## config.mk

```make
export PLATFORM = sky130hd
export DESIGN_NAME = refresh_sched
export DESIGN_NICKNAME = d
export VERILOG_FILES = /design/src/rtl/refresh_sched_pkg.sv /design/src/rtl/rs_interval_timer.sv /design/src/rtl/rs_debt_ctr.sv /design/src/rtl/rs_rate_window.sv /design/src/rtl/refresh_sched.sv
export SDC_FILE = /design/constraint.sdc
export NUM_CORES = 1
export LEC_CHECK = 0
export CAP_MARGIN = 20
export CORE_AREA = 2 2 125 127
export CTS_BUF_LIST = sky130_fd_sc_hd__clkbuf_16
export DETAILED_ROUTE_END_ITERATION = 10
export DIE_AREA = 0 0 127 129
export PLACE_DENSITY = 0.53
export SYNTH_ARGS = -nofsm -noshare
export SYNTH_HDL_FRONTEND = slang
export SYNTH_SLANG_ARGS = --single-unit
```

## constraint.sdc

```tcl
create_clock -name clk_i -period 6.93 [get_ports clk_i]
set_input_delay 1.386 -clock clk_i [delete_from_list [all_inputs] [get_ports clk_i]]
set_output_delay 1.386 -clock clk_i [all_outputs]
set_load 0.05 [all_outputs]
```

## src/rtl/refresh_sched_pkg.sv

```systemverilog
package refresh_sched_pkg;
  typedef enum logic {
    MODE_DIST  = 1'b0,
    MODE_BURST = 1'b1
  } ref_mode_e;
endpackage

```

## src/rtl/rs_interval_timer.sv

```systemverilog
module rs_interval_timer #(
  parameter int INTERVAL_CYC = 1040
) (
  input  logic clk_i,
  input  logic rst_ni,
  output logic tick_o
);
  localparam int CW = (INTERVAL_CYC > 2) ? $clog2(INTERVAL_CYC) : 1;

  logic [CW-1:0] cnt_q;

  assign tick_o = (cnt_q == CW'(INTERVAL_CYC - 1));

  always_ff @(posedge clk_i or negedge rst_ni) begin
    if (!rst_ni)     cnt_q <= '0;
    else if (tick_o) cnt_q <= '0;
    else             cnt_q <= cnt_q + 1'b1;
  end
endmodule

```

## src/rtl/rs_debt_ctr.sv

```systemverilog
module rs_debt_ctr #(
  parameter int DEBT_MAX = 8,
  localparam int DW = $clog2(DEBT_MAX + 1)
) (
  input  logic          clk_i,
  input  logic          rst_ni,
  input  logic          tick_i,
  input  logic          take_i,
  output logic [DW-1:0] debt_o,
  output logic          full_o
);
  logic [DW-1:0] debt_q;

  assign full_o = (debt_q == DW'(DEBT_MAX));
  assign debt_o = debt_q;

  always_ff @(posedge clk_i or negedge rst_ni) begin
    if (!rst_ni) begin
      debt_q <= '0;
    end else begin
      unique case ({tick_i, take_i})
        2'b10:   if (!full_o) debt_q <= debt_q + 1'b1;
        2'b01:   if (debt_q != '0) debt_q <= debt_q - 1'b1;
        default: debt_q <= debt_q;
      endcase
    end
  end
endmodule

```

## src/rtl/rs_rate_window.sv

```systemverilog
module rs_rate_window #(
  parameter int WIN_CNT    = 8,
  parameter int WINDOW_CYC = 1707,
  parameter int TRC_CYC    = 12
) (
  input  logic clk_i,
  input  logic rst_ni,
  input  logic take_i,
  output logic open_o
);
  localparam int WW = $clog2(WINDOW_CYC);
  localparam int GW = $clog2(TRC_CYC + 1);
  localparam int PW = $clog2(WIN_CNT);

  logic [GW-1:0]      gap_q;
  logic [PW-1:0]      wptr_q;
  logic [WIN_CNT-1:0] slot_free;

  // row-cycle gap after each accepted refresh
  always_ff @(posedge clk_i or negedge rst_ni) begin
    if (!rst_ni)             gap_q <= '0;
    else if (take_i)         gap_q <= GW'(TRC_CYC);
    else if (gap_q != '0)    gap_q <= gap_q - 1'b1;
  end

  always_ff @(posedge clk_i or negedge rst_ni) begin
    if (!rst_ni)                            wptr_q <= '0;
    else if (take_i) begin
      if (wptr_q == PW'(WIN_CNT - 1))       wptr_q <= '0;
      else                                  wptr_q <= wptr_q + 1'b1;
    end
  end

  // one countdown per remembered refresh; slot at wptr is the oldest
  for (genvar i = 0; i < WIN_CNT; i++) begin : g_slot
    logic [WW-1:0] left_q;
    always_ff @(posedge clk_i or negedge rst_ni) begin
      if (!rst_ni)                              left_q <= '0;
      else if (take_i && wptr_q == PW'(i))      left_q <= WW'(WINDOW_CYC - 1);
      else if (left_q != '0)                    left_q <= left_q - 1'b1;
    end
    assign slot_free[i] = (left_q == '0);
  end

  assign open_o = (gap_q == '0) && slot_free[wptr_q];
endmodule

```

## src/rtl/refresh_sched.sv

```systemverilog
module refresh_sched
  import refresh_sched_pkg::*;
#(
  parameter int INTERVAL_CYC = 1040,
  parameter int WINDOW_CYC   = 1707,
  parameter int WIN_CNT      = 8,
  parameter int TRC_CYC      = 12,
  parameter int DEBT_MAX     = 8,
  localparam int DW = $clog2(DEBT_MAX + 1)
) (
  input  logic          clk_i,
  input  logic          rst_ni,
  input  logic          burst_mode_i,
  input  logic          ref_ack_i,
  output logic          ref_req_o,
  output logic [DW-1:0] debt_o,
  output logic          urgent_o,
  output logic          ack_err_o
);
  logic tick, full, open, take, drain_q, err_q, owed, mode_ok;

  rs_interval_timer #(.INTERVAL_CYC(INTERVAL_CYC)) u_timer (
    .clk_i (clk_i),
    .rst_ni(rst_ni),
    .tick_o(tick)
  );

  rs_debt_ctr #(.DEBT_MAX(DEBT_MAX)) u_debt (
    .clk_i (clk_i),
    .rst_ni(rst_ni),
    .tick_i(tick),
    .take_i(take),
    .debt_o(debt_o),
    .full_o(full)
  );

  rs_rate_window #(
    .WIN_CNT   (WIN_CNT),
    .WINDOW_CYC(WINDOW_CYC),
    .TRC_CYC   (TRC_CYC)
  ) u_window (
    .clk_i (clk_i),
    .rst_ni(rst_ni),
    .take_i(take),
    .open_o(open)
  );

  // burst mode: drain starts at the cap and runs until debt is cleared
  always_ff @(posedge clk_i or negedge rst_ni) begin
    if (!rst_ni)             drain_q <= 1'b0;
    else if (full)           drain_q <= 1'b1;
    else if (debt_o == '0)   drain_q <= 1'b0;
  end

  assign owed    = (debt_o != '0);
  assign mode_ok = (ref_mode_e'(burst_mode_i) == MODE_DIST) || drain_q || full;

  assign ref_req_o = owed && mode_ok && open;
  assign take      = ref_req_o && ref_ack_i;
  assign urgent_o  = full;

  always_ff @(posedge clk_i or negedge rst_ni) begin
    if (!rst_ni) err_q <= 1'b0;
    else         err_q <= ref_ack_i && !ref_req_o;
  end
  assign ack_err_o = err_q;
endmodule

```

# Yosys cells after proc, flatten, opt, wreduce, memory -nomap -nowiden
# Index checks and enable logic that the tools add are counted.
[word_totals]
ff_bits = 112
latch_bits = 0
ramBits = 0
rom_bits = 0
input_bits = 4
output_inout_bits = 7
word_cells = 118
mem_count = 0
[classes]
add_sub_neg = 13
multipliers = 0
n_div = 0
magnitude_cmp = 1
eq_ne = 13
shifts = 0
mux = 27
n_bitwise = 1
n_reduce_logical = 49
[ops]
columns = ["operator", "count"]
rows = [
  ["$mux W11", 17],
  ["$logic_not A11 Y1", 8],
  ["$reduce_bool A11 Y1", 8],
  ["$sub A11 B1 Y11 const B", 8],
  ["$reduce_bool A2 Y1", 11],
  ["$mux W4", 4],
  ["$logic_and A1 B1 Y1", 13],
  ["$eq A3 B3 Y1 const B", 4],
  ["$add A11 B1 Y11 const B", 1],
  ["$eq A11 B11 Y1 const B", 1],
  ["$logic_not A4 Y1", 2],
  ["$pmux W4 S2", 1],
  ["$reduce_bool A4 Y1", 2],
  ["$sub A4 B1 Y4 const B", 2],
  ["$eq A3 B2 Y1 const B", 2],
  ["$add A4 B1 Y4 const B", 1],
  ["$eq A4 B4 Y1 const B", 1],
  ["$lt A3 B4 Y1 const B", 1],
  ["$ne A2 B2 Y1 const B", 2],
  ["$add A3 B1 Y3 const B", 1],
  ["$bmux W1 S3", 1],
  ["$eq A3 B1 Y1 const B", 1],
  ["$logic_not A3 Y1", 1],
  ["$mux W1", 3],
  ["7 further kinds", 8],
]

# Longest topological paths before layout
# Gate-level depths: netlist of run 1.
[depth]
ltp_word = 9
ltp_mapped = 14
depth_no_buf = 12

# Hierarchy
# A second synthesis of run 1 with hierarchy kept.
[unflattened]
hier_cells = 624
hier_area_um2 = 6155.9
[by_module_without_submodules]
columns = ["mod", "instances", "cells_each", "area_per_inst_um2", "seq_area_each_um2"]
rows = [
  ["rs_rate_window", 1, 544, 5263.8, 2377.3],
  ["rs_interval_timer", 1, 46, 515.5, 275.3],
  ["rs_debt_ctr", 1, 25, 269.0, 100.1],
  ["refresh_sched", 1, 9, 107.6, 50.0],
]

# Least setup slack after synthesis of run 1
# Ideal clock, no wire load.
[synth_timing]
path_kind = "input -> output"
startpoint = "input burst_mode_i"
endpoint = "output ref_req_o"
arrival_time_ps = 2379
required_time_ps = 5544
setup_slack_ps = 3165
path_stages = 2
path_buffers = 0
path_cell_list = "a311oi_1 > nor2b_1"
[synth_between]
elab_chain_len = 5
[synth_rtl]
columns = ["item", "line", "text"]
rows = [
  ["start: declaration", "refresh_sched.sv:13", "input logic burst_mode_i,"],
  ["$not A1 Y1", "refresh_sched.sv:56", "assign mode_ok = (ref_mode_e'(burst_mode_i) == MODE_DIST) || drain_q || full;"],
  ["$logic_or A1 B1 Y1 (2 in a row)", "refresh_sched.sv:56", ""],
  ["$logic_and A1 B1 Y1 (2 in a row)", "refresh_sched.sv:58", "assign ref_req_o = owed && mode_ok && open;"],
  ["end: declaration", "refresh_sched.sv:15", "output logic ref_req_o,"],
]
# Every way passes these cells.

# Worst setup path after layout of run 1
# Same ends and word-level chain as after synthesis.

==> impl_metrics.yaml, run 1 <==
status:
  status: "finished, final reports clean"
clock_tree:
  clock_tree.buffer_depth: 2
  hold_fix_buffer_count_after_cts: 0
  cts.sink_count: 112
  cts.reportedPaths.clkPinSlew_ns: 0.07
  worstSkewPairLatency_ns: 0.35
  clock-root-buffer: "sky130_fd_sc_hd__clkbuf_16"
  cts_repair_resize_count: 0
  numCtsBuffers: 9
  cts.repair_timing.setup_buffer_count: 0
  cts_tree: "done"
  count_of_h_tree_levels_built_during_cts: 3
critical_path:
  worst-endpoint-arrival_ns: 3.34
  cp_slowest_cell: "sky130_fd_sc_hd__clkdlybuf4s50_1"
  worst-path-buf-inv: 2
  cp_common_cell: "sky130_fd_sc_hd__clkdlybuf4s50_1"
  cp_max_fo: 2
  critical-path-max-stage-delay_ns: 0.86
  worst_path_dominant_cell_family: "buffers and inverters"
  critical_path_required_ns: 5.54
  crit_chain: "clkdlybuf4s50_1 -> a311oi_1 -> nor2b_1 -> clkdlybuf4s50_1"
  start_kind: "input port"
  critical_path_class: "input port to output port"
  worstSetupEndpointType: "output port"
drt:
  per_cell_routed_wire_length_microns: 13.4
  vias: 4117
  totalWireLength_mm: 10.9
  drt-pass1-iter-count: 4
  via_per_inst: 5.09
  drcViolationCount: 0
  drtAntennaViolNets: 0
  starting_drt_drc_count: 232
die:
  fp.dieH_microns: 129
  std_cell_rows: 45
  dieArea_sq_um: 16400
  ios: 11
  initial_core_util_pct: 39.7
  die_w_microns: 127
  core_region_area_sq_um: 15000
flow_run:
  max_cap_viol_count: 0
logic_synthesis:
  synth.yosys.warnings: 0
  synth_cell_type_count: 56
  ys_seq_elements: 112
  net_count_after_synthesis: 637
  synth.cell_area_sq_um: 5950
  dominantRegCellSynth: "sky130_fd_sc_hd__dfrtp_1"
  ys_async_sr_fraction_pct: 100
  syn_avg_cell_area_sq_um: 9.80
  seq_area_frac_synth_pct: 47.1
  synth-edff-count: 0
  synthesis.instances: 607
timing:
  achievable-frequency_mhz: 211
  timing.final.crit_share_pct: 68.2
  timing.final.setup_violations: 0
  final.hold.worst_slack_ns: 0.483
  period_needed_ns: 4.73
  fin_tns_setup_ns: 0
  timing.final.hold_violations: 0
  setup_ws_ns: 2.20
  slew_violations: 0
  worst_relative_slew_slack_pct: 48.8
  unrepaired_setup_endpoints_after_global_routing: "false"
  timing_worst_slew_pin_value_ns: 0.768
  final.setup_skew_ns: 0.00747
power:
  power_leakage_nw: 2.61
  peakVddDrop_mv: 0.116
  powerDensity_nw_per_um2: 181
global_route:
  grt_remaining_overflow: 0
  number_of_global_route_vias_before_repair: 4105
  groute.layer.met1.usage_pct: 18.7
  globalRouteTotalUtil_pct: 14.6
  grt_start_max_net_pins: 63
  met3_grt_util_pct: 4.07
  global_routing_usage_on_met2_pct: 24.0
  grt_pass1_wl_mm: 19.4
  grt-busiest-layer: "met2"
  number_of_antenna_violations_at_the_first_check_in_global_routing: 0
placement:
  port_buffers: 10
  dp_slack_ns: 2.12
  finalWeightedCongestion: 0.785
  hpwl_after_dpl_mm: 7.59
min_path:
  min_path_type: "flop to flop"
finish:
  layout-drive-gt1-share_pct: 6.44
  antennaDiodeCount: 0
  net_total_in_the_final_layout: 647
  syn_to_final_growth_pct: 9.29
-- worst paths after layout --
check	start	end	slack, ns	cells past startpoint
max	burst_mode_i	ref_req_o	2.20	4
max in group asynchronous	rst_ni	u_window.g_slot[6].left_q[3]	4.64	2
min reg2reg	u_timer.cnt_q[8]	u_timer.cnt_q[8]	0.48	1
min in group asynchronous	rst_ni	u_window.g_slot[7].left_q[7]	1.05	1
min	u_timer.cnt_q[8]	u_timer.cnt_q[8]	0.48	1
max reg2reg	u_window.gap_q[0]	u_debt.debt_o[2]	3.78	12
-- placed cells by master (no fill, tap or decap), types with 5 or more instances in the layout --
cell                              instances
sky130_fd_sc_hd__nand2_1                 78
sky130_fd_sc_hd__nor3b_1                  9
sky130_fd_sc_hd__inv_1                   28
sky130_fd_sc_hd__xnor2_1                 43
sky130_fd_sc_hd__nand3b_1                 5
sky130_fd_sc_hd__xor2_1                  28
sky130_fd_sc_hd__dfrtp_1                112
sky130_fd_sc_hd__nand3_1                 26
sky130_fd_sc_hd__nor2b_1                  8
sky130_fd_sc_hd__nor4_2                   5
sky130_fd_sc_hd__o21ai_0                 17
sky130_fd_sc_hd__nand4_1                 15
sky130_fd_sc_hd__and2_1                   5
sky130_fd_sc_hd__nor2_1                  71
sky130_fd_sc_hd__nand2b_1                 6
sky130_fd_sc_hd__and3_1                  13
sky130_fd_sc_hd__a21oi_1                 12
sky130_fd_sc_hd__nor3_1                  19
sky130_fd_sc_hd__nand3_2                  6
sky130_fd_sc_hd__clkdlybuf4s50_1          9
sky130_fd_sc_hd__nor4_1                  11
sky130_fd_sc_hd__clkbuf_16                9
sky130_fd_sc_hd__ha_1                    26
sky130_fd_sc_hd__or3_1                    8
-- logic make-up after synthesis --
family | after synthesis | share of synthesized area, %
simple gates | 303 | 27.6
flops | 112 | 47.1
xor+xnor | 71 | 10.5
compound gates | 49 | 5.42
buf+inv | 40 | 2.94
fa+ha+maj | 26 | 5.47
mux | 6 | 1.05
-- per-stage QoR --
step	power, mW	cell area, sq um	cells	utilization, %
5_1_grt	1.22	6500	809	43.4
2_1_floorplan	0.668	5950	607	-
3_3_place_gp	0.685	6220	794	41.6
3_5_place_dp	0.685	6220	794	41.6
6_report	1.18	6500	809	43.4
4_1_cts	1.20	6500	809	43.4
-- cell type report --
| type | instances | area [sq um] |
|---|---|---|
| well taps | 188 | 235 |
| multi-input cells | 455 | 2970 |
| fillers | 1457 | 8470 |
| inverters | 27 | 101 |
| repair buffers | 12 | 113 |
| clock buffers | 9 | 225 |
| clock inverters | 6 | 53.8 |
| flip-flops and latches | 112 | 2800 |
-- Yosys cell counts, types with 2 or more instances --
| cell type | number | area [sq um] |
|---|---|---|
| sky130_fd_sc_hd__o21ai_0 | 17 | 85.1 |
| sky130_fd_sc_hd__nor4_2 | 5 | 62.6 |
| sky130_fd_sc_hd__a211oi_1 | 2 | 15.0 |
| sky130_fd_sc_hd__nor2b_1 | 8 | 50.1 |
| sky130_fd_sc_hd__inv_1 | 26 | 97.6 |
| sky130_fd_sc_hd__nor2_1 | 71 | 267 |
| sky130_fd_sc_hd__buf_6 | 2 | 22.5 |
| sky130_fd_sc_hd__and3_1 | 13 | 81.3 |
| sky130_fd_sc_hd__nand4b_1 | 4 | 35.0 |
| sky130_fd_sc_hd__nand3_1 | 26 | 130 |
| sky130_fd_sc_hd__a21oi_1 | 12 | 60.1 |
| sky130_fd_sc_hd__nor3b_1 | 9 | 67.6 |
| sky130_fd_sc_hd__nor3_1 | 19 | 95.1 |
| sky130_fd_sc_hd__clkbuf_1 | 5 | 18.8 |
| sky130_fd_sc_hd__nor4b_1 | 3 | 26.3 |
| sky130_fd_sc_hd__nor4_1 | 11 | 68.8 |
| sky130_fd_sc_hd__dfrtp_1 | 112 | 2800 |
| sky130_fd_sc_hd__a211o_1 | 3 | 26.3 |
| sky130_fd_sc_hd__mux2i_1 | 4 | 40.0 |
| sky130_fd_sc_hd__buf_2 | 5 | 25.0 |
| sky130_fd_sc_hd__nand3_2 | 6 | 60.1 |
| sky130_fd_sc_hd__xnor2_1 | 43 | 377 |
| sky130_fd_sc_hd__nand3b_1 | 5 | 37.5 |
| sky130_fd_sc_hd__ha_1 | 26 | 325 |
| sky130_fd_sc_hd__o211ai_1 | 3 | 22.5 |
| sky130_fd_sc_hd__mux2_2 | 2 | 22.5 |
| sky130_fd_sc_hd__nand4_1 | 15 | 93.8 |
| sky130_fd_sc_hd__or3_1 | 8 | 50.1 |
| sky130_fd_sc_hd__nor4_4 | 2 | 42.5 |
| sky130_fd_sc_hd__nand2_1 | 78 | 293 |
| sky130_fd_sc_hd__nand2b_1 | 6 | 37.5 |
| sky130_fd_sc_hd__and2_1 | 5 | 31.3 |
| sky130_fd_sc_hd__xor2_1 | 28 | 245 |
-- state kept, by name, indices dropped and copies added, names as in the netlist --
signal / cells
drain_q: 1
ack_err_o: 1
u_window.g_slot.left_q: 88
u_debt.debt_o: 4
u_window.gap_q: 4
u_timer.cnt_q: 11
u_window.wptr_q: 3
-- metal layers --
metal,wire length (microns),vias up
met1,5350,1965
met3,313,13
met2,5050,36
met5,0,-
li1,-,2103
met4,147,0
-- where the power goes --
group / leakage, nW / internal, mW / switching, mW / total (mW)
sequential: 1.22 / 0.653 / 0.0000629 / 0.653
combinational: 1.25 / 0.00269 / 0.0142 / 0.0169
clock: 0.141 / 0.274 / 0.232 / 0.506
Note: power is estimated with default switching activity, not from simulation.
==> inputs of run 2 (changes only) <==
Clock period 6.93 ns to 4.9 ns, I/O delays scaled along.
==> impl_metrics.yaml, run 2 (same netlist as run 1, synthesis figures left out) <==
status:
  status: "finished, final reports clean"
power:
  power_leakage_nw: 2.61
  peakVddDrop_mv: 0.163
  powerDensity_nw_per_um2: 257
drt:
  totalWireLength_mm: 11.1
  drcViolationCount: 0
  vias: 4229
  drt-pass1-iter-count: 4
  drtAntennaViolNets: 0
  starting_drt_drc_count: 194
  per_cell_routed_wire_length_microns: 13.7
  via_per_inst: 5.22
clock_tree:
  cts.repair_timing.setup_buffer_count: 0
  clock_tree.buffer_depth: 2
  worstSkewPairLatency_ns: 0.35
  cts_tree: "done"
  count_of_h_tree_levels_built_during_cts: 3
  clock-root-buffer: "sky130_fd_sc_hd__clkbuf_16"
  numCtsBuffers: 9
  cts.reportedPaths.clkPinSlew_ns: 0.07
  cts.sink_count: 112
  hold_fix_buffer_count_after_cts: 0
  cts_repair_resize_count: 0
global_route:
  number_of_global_route_vias_before_repair: 4225
  number_of_antenna_violations_at_the_first_check_in_global_routing: 0
  grt_remaining_overflow: 0
  grt_start_max_net_pins: 52
  grt_pass1_wl_mm: 20.0
  globalRouteTotalUtil_pct: 15.1
finish:
  antennaDiodeCount: 0
  syn_to_final_growth_pct: 9.55
  largest_registers: "u_window.g_slot.left_q x88, u_timer.cnt_q x11"
  layout-drive-gt1-share_pct: 6.75
  final_core_utilization_pct: 43.5
  net_total_in_the_final_layout: 648
  layoutNonFillerInstCount: 810
  largest_register_ff_count: 88
  top_register_by_number_of_flip_flops: "u_window.g_slot.left_q"
  commonest_non_fill_non_tap_cell_in_the_layout: "sky130_fd_sc_hd__dfrtp_1"
  layout.cells.most_common_list: "sky130_fd_sc_hd__dfrtp_1, sky130_fd_sc_hd__nand2_1, sky130_fd_sc_hd__nor2_1"
placement:
  dpl_cells: 795
  hpwl_after_dpl_mm: 7.87
  finalWeightedCongestion: 0.760
  port_buffers: 10
die:
  core_region_area_sq_um: 15000
  die_w_microns: 127
  std_cell_rows: 45
  ios: 11
  dieArea_sq_um: 16400
  fp.dieH_microns: 129
  initial_core_util_pct: 39.7
timing:
  period_needed_ns: 3.98
  achievable-frequency_mhz: 251
  fin_tns_setup_ns: 0
  worst_relative_slew_slack_pct: 55.5
  timing.final.crit_share_pct: 81.2
  final.setup_skew_ns: 0.00985
  unrepaired_setup_endpoints_after_global_routing: "false"
  slew_violations: 0
  timing.final.hold_violations: 0
  timing.final.setup_violations: 0
  timing_worst_slew_pin_value_ns: 0.668
critical_path:
  critical_path_class: "flop to output port"
  start_kind: "flop"
  worst_path_dominant_cell_family: "buffers and inverters"
  critical-path-max-stage-delay_ns: 0.85
  crit_chain: "inv_1 -> ha_1 -> nor4b_1 -> nand4_1 -> a211oi_2 -> nor3_1 -> nor2b_1 -> clkdlybuf4s50_1"
  cp_max_fo: 4
  worst-endpoint-arrival_ns: 3.00
  critical_path_required_ns: 3.92
  cp_slowest_cell: "sky130_fd_sc_hd__clkdlybuf4s50_1"
  worst-path-buf-inv: 2
  worstSetupEndpointType: "output port"
min_path:
  min_path_type: "flop to flop"
flow_run:
  max_cap_viol_count: 0
==> run 2: changes by cell type in the layout (fill, tap and decap cells not counted), sizes merged <==
cell / change
buf: +1
clkinv: +1
clkinvlp: +1
inv: -2
==> run 2: per-layer routing <==
layer | track usage, % | routed length [microns] | part of all wire (%) | vias up
li1 | - | - | - | 2109
met1 | 19.7 | 5430 | 49 | 2080
met2 | 25.1 | 5310 | 48 | 30
met3 | 2.49 | 196 | 1.8 | 10
met4 | 6.27 | 184 | 1.7 | 0
met5 | 0 | 0 | 0 | -
==> run 2: worst reg2reg max path: stages (launching register included) <==
cell                       delay, ns
sky130_fd_sc_hd__dfrtp_1        0.40
sky130_fd_sc_hd__inv_1          0.09
sky130_fd_sc_hd__ha_1           0.18
sky130_fd_sc_hd__or3b_1         0.43
sky130_fd_sc_hd__a311oi_1       0.39
sky130_fd_sc_hd__and2_1         0.19
sky130_fd_sc_hd__o31a_1         0.19
sky130_fd_sc_hd__nand2_1        0.08
sky130_fd_sc_hd__xnor2_1        0.13
sky130_fd_sc_hd__ha_1           0.22
sky130_fd_sc_hd__or3_1          0.37
sky130_fd_sc_hd__mux2_2         0.27
sky130_fd_sc_hd__mux2i_1        0.12
==> run 2: final timing paths <==
kind / start / to / slack (ns) / cells past startpoint
max: u_window.g_slot[6].left_q[0] / ref_req_o / 0.92 / 8
max reg2reg: u_window.gap_q[0] / u_debt.debt_o[2] / 1.77 / 12
max in group asynchronous: rst_ni / u_window.g_slot[4].left_q[1] / 3.33 / 2
min reg2reg: u_timer.cnt_q[8] / u_timer.cnt_q[8] / 0.50 / 1
min: u_timer.cnt_q[8] / u_timer.cnt_q[8] / 0.50 / 1
min in group asynchronous: rst_ni / u_window.g_slot[7].left_q[6] / 0.66 / 1
==> run 2: where the power goes <==
group	total, mW	switching [mW]	internal [mW]
Combinational	0.0251	0.0208	0.00432
Sequential	0.924	0.0000884	0.924
Clock	0.723	0.332	0.391
Total	1.67	0.352	1.32
==> run 2: through the flow <==
step           setup WS, ns  instance area [sq um]  power (mW)  hold WS, ns
2_1_floorplan          1.75                   5950       0.945        0.455
5_1_grt               0.707                   6520        1.74        0.518
3_5_place_dp          0.933                   6230       0.969        0.485
6_report              0.919                   6520        1.67        0.497
3_3_place_gp          0.941                   6230       0.969        0.480
4_1_cts               0.854                   6520        1.71        0.500
==> run 2: layout make-up <==
class / count / area [sq um]
Fill cell: 1453 / 8460
Clock buffer: 9 / 225
Sequential cell: 112 / 2800
Multi-Input combinational cell: 455 / 2970
Clock inverter: 6 / 61.3
Timing Repair Buffer: 13 / 120
Inverter: 27 / 101
Tap cell: 188 / 235
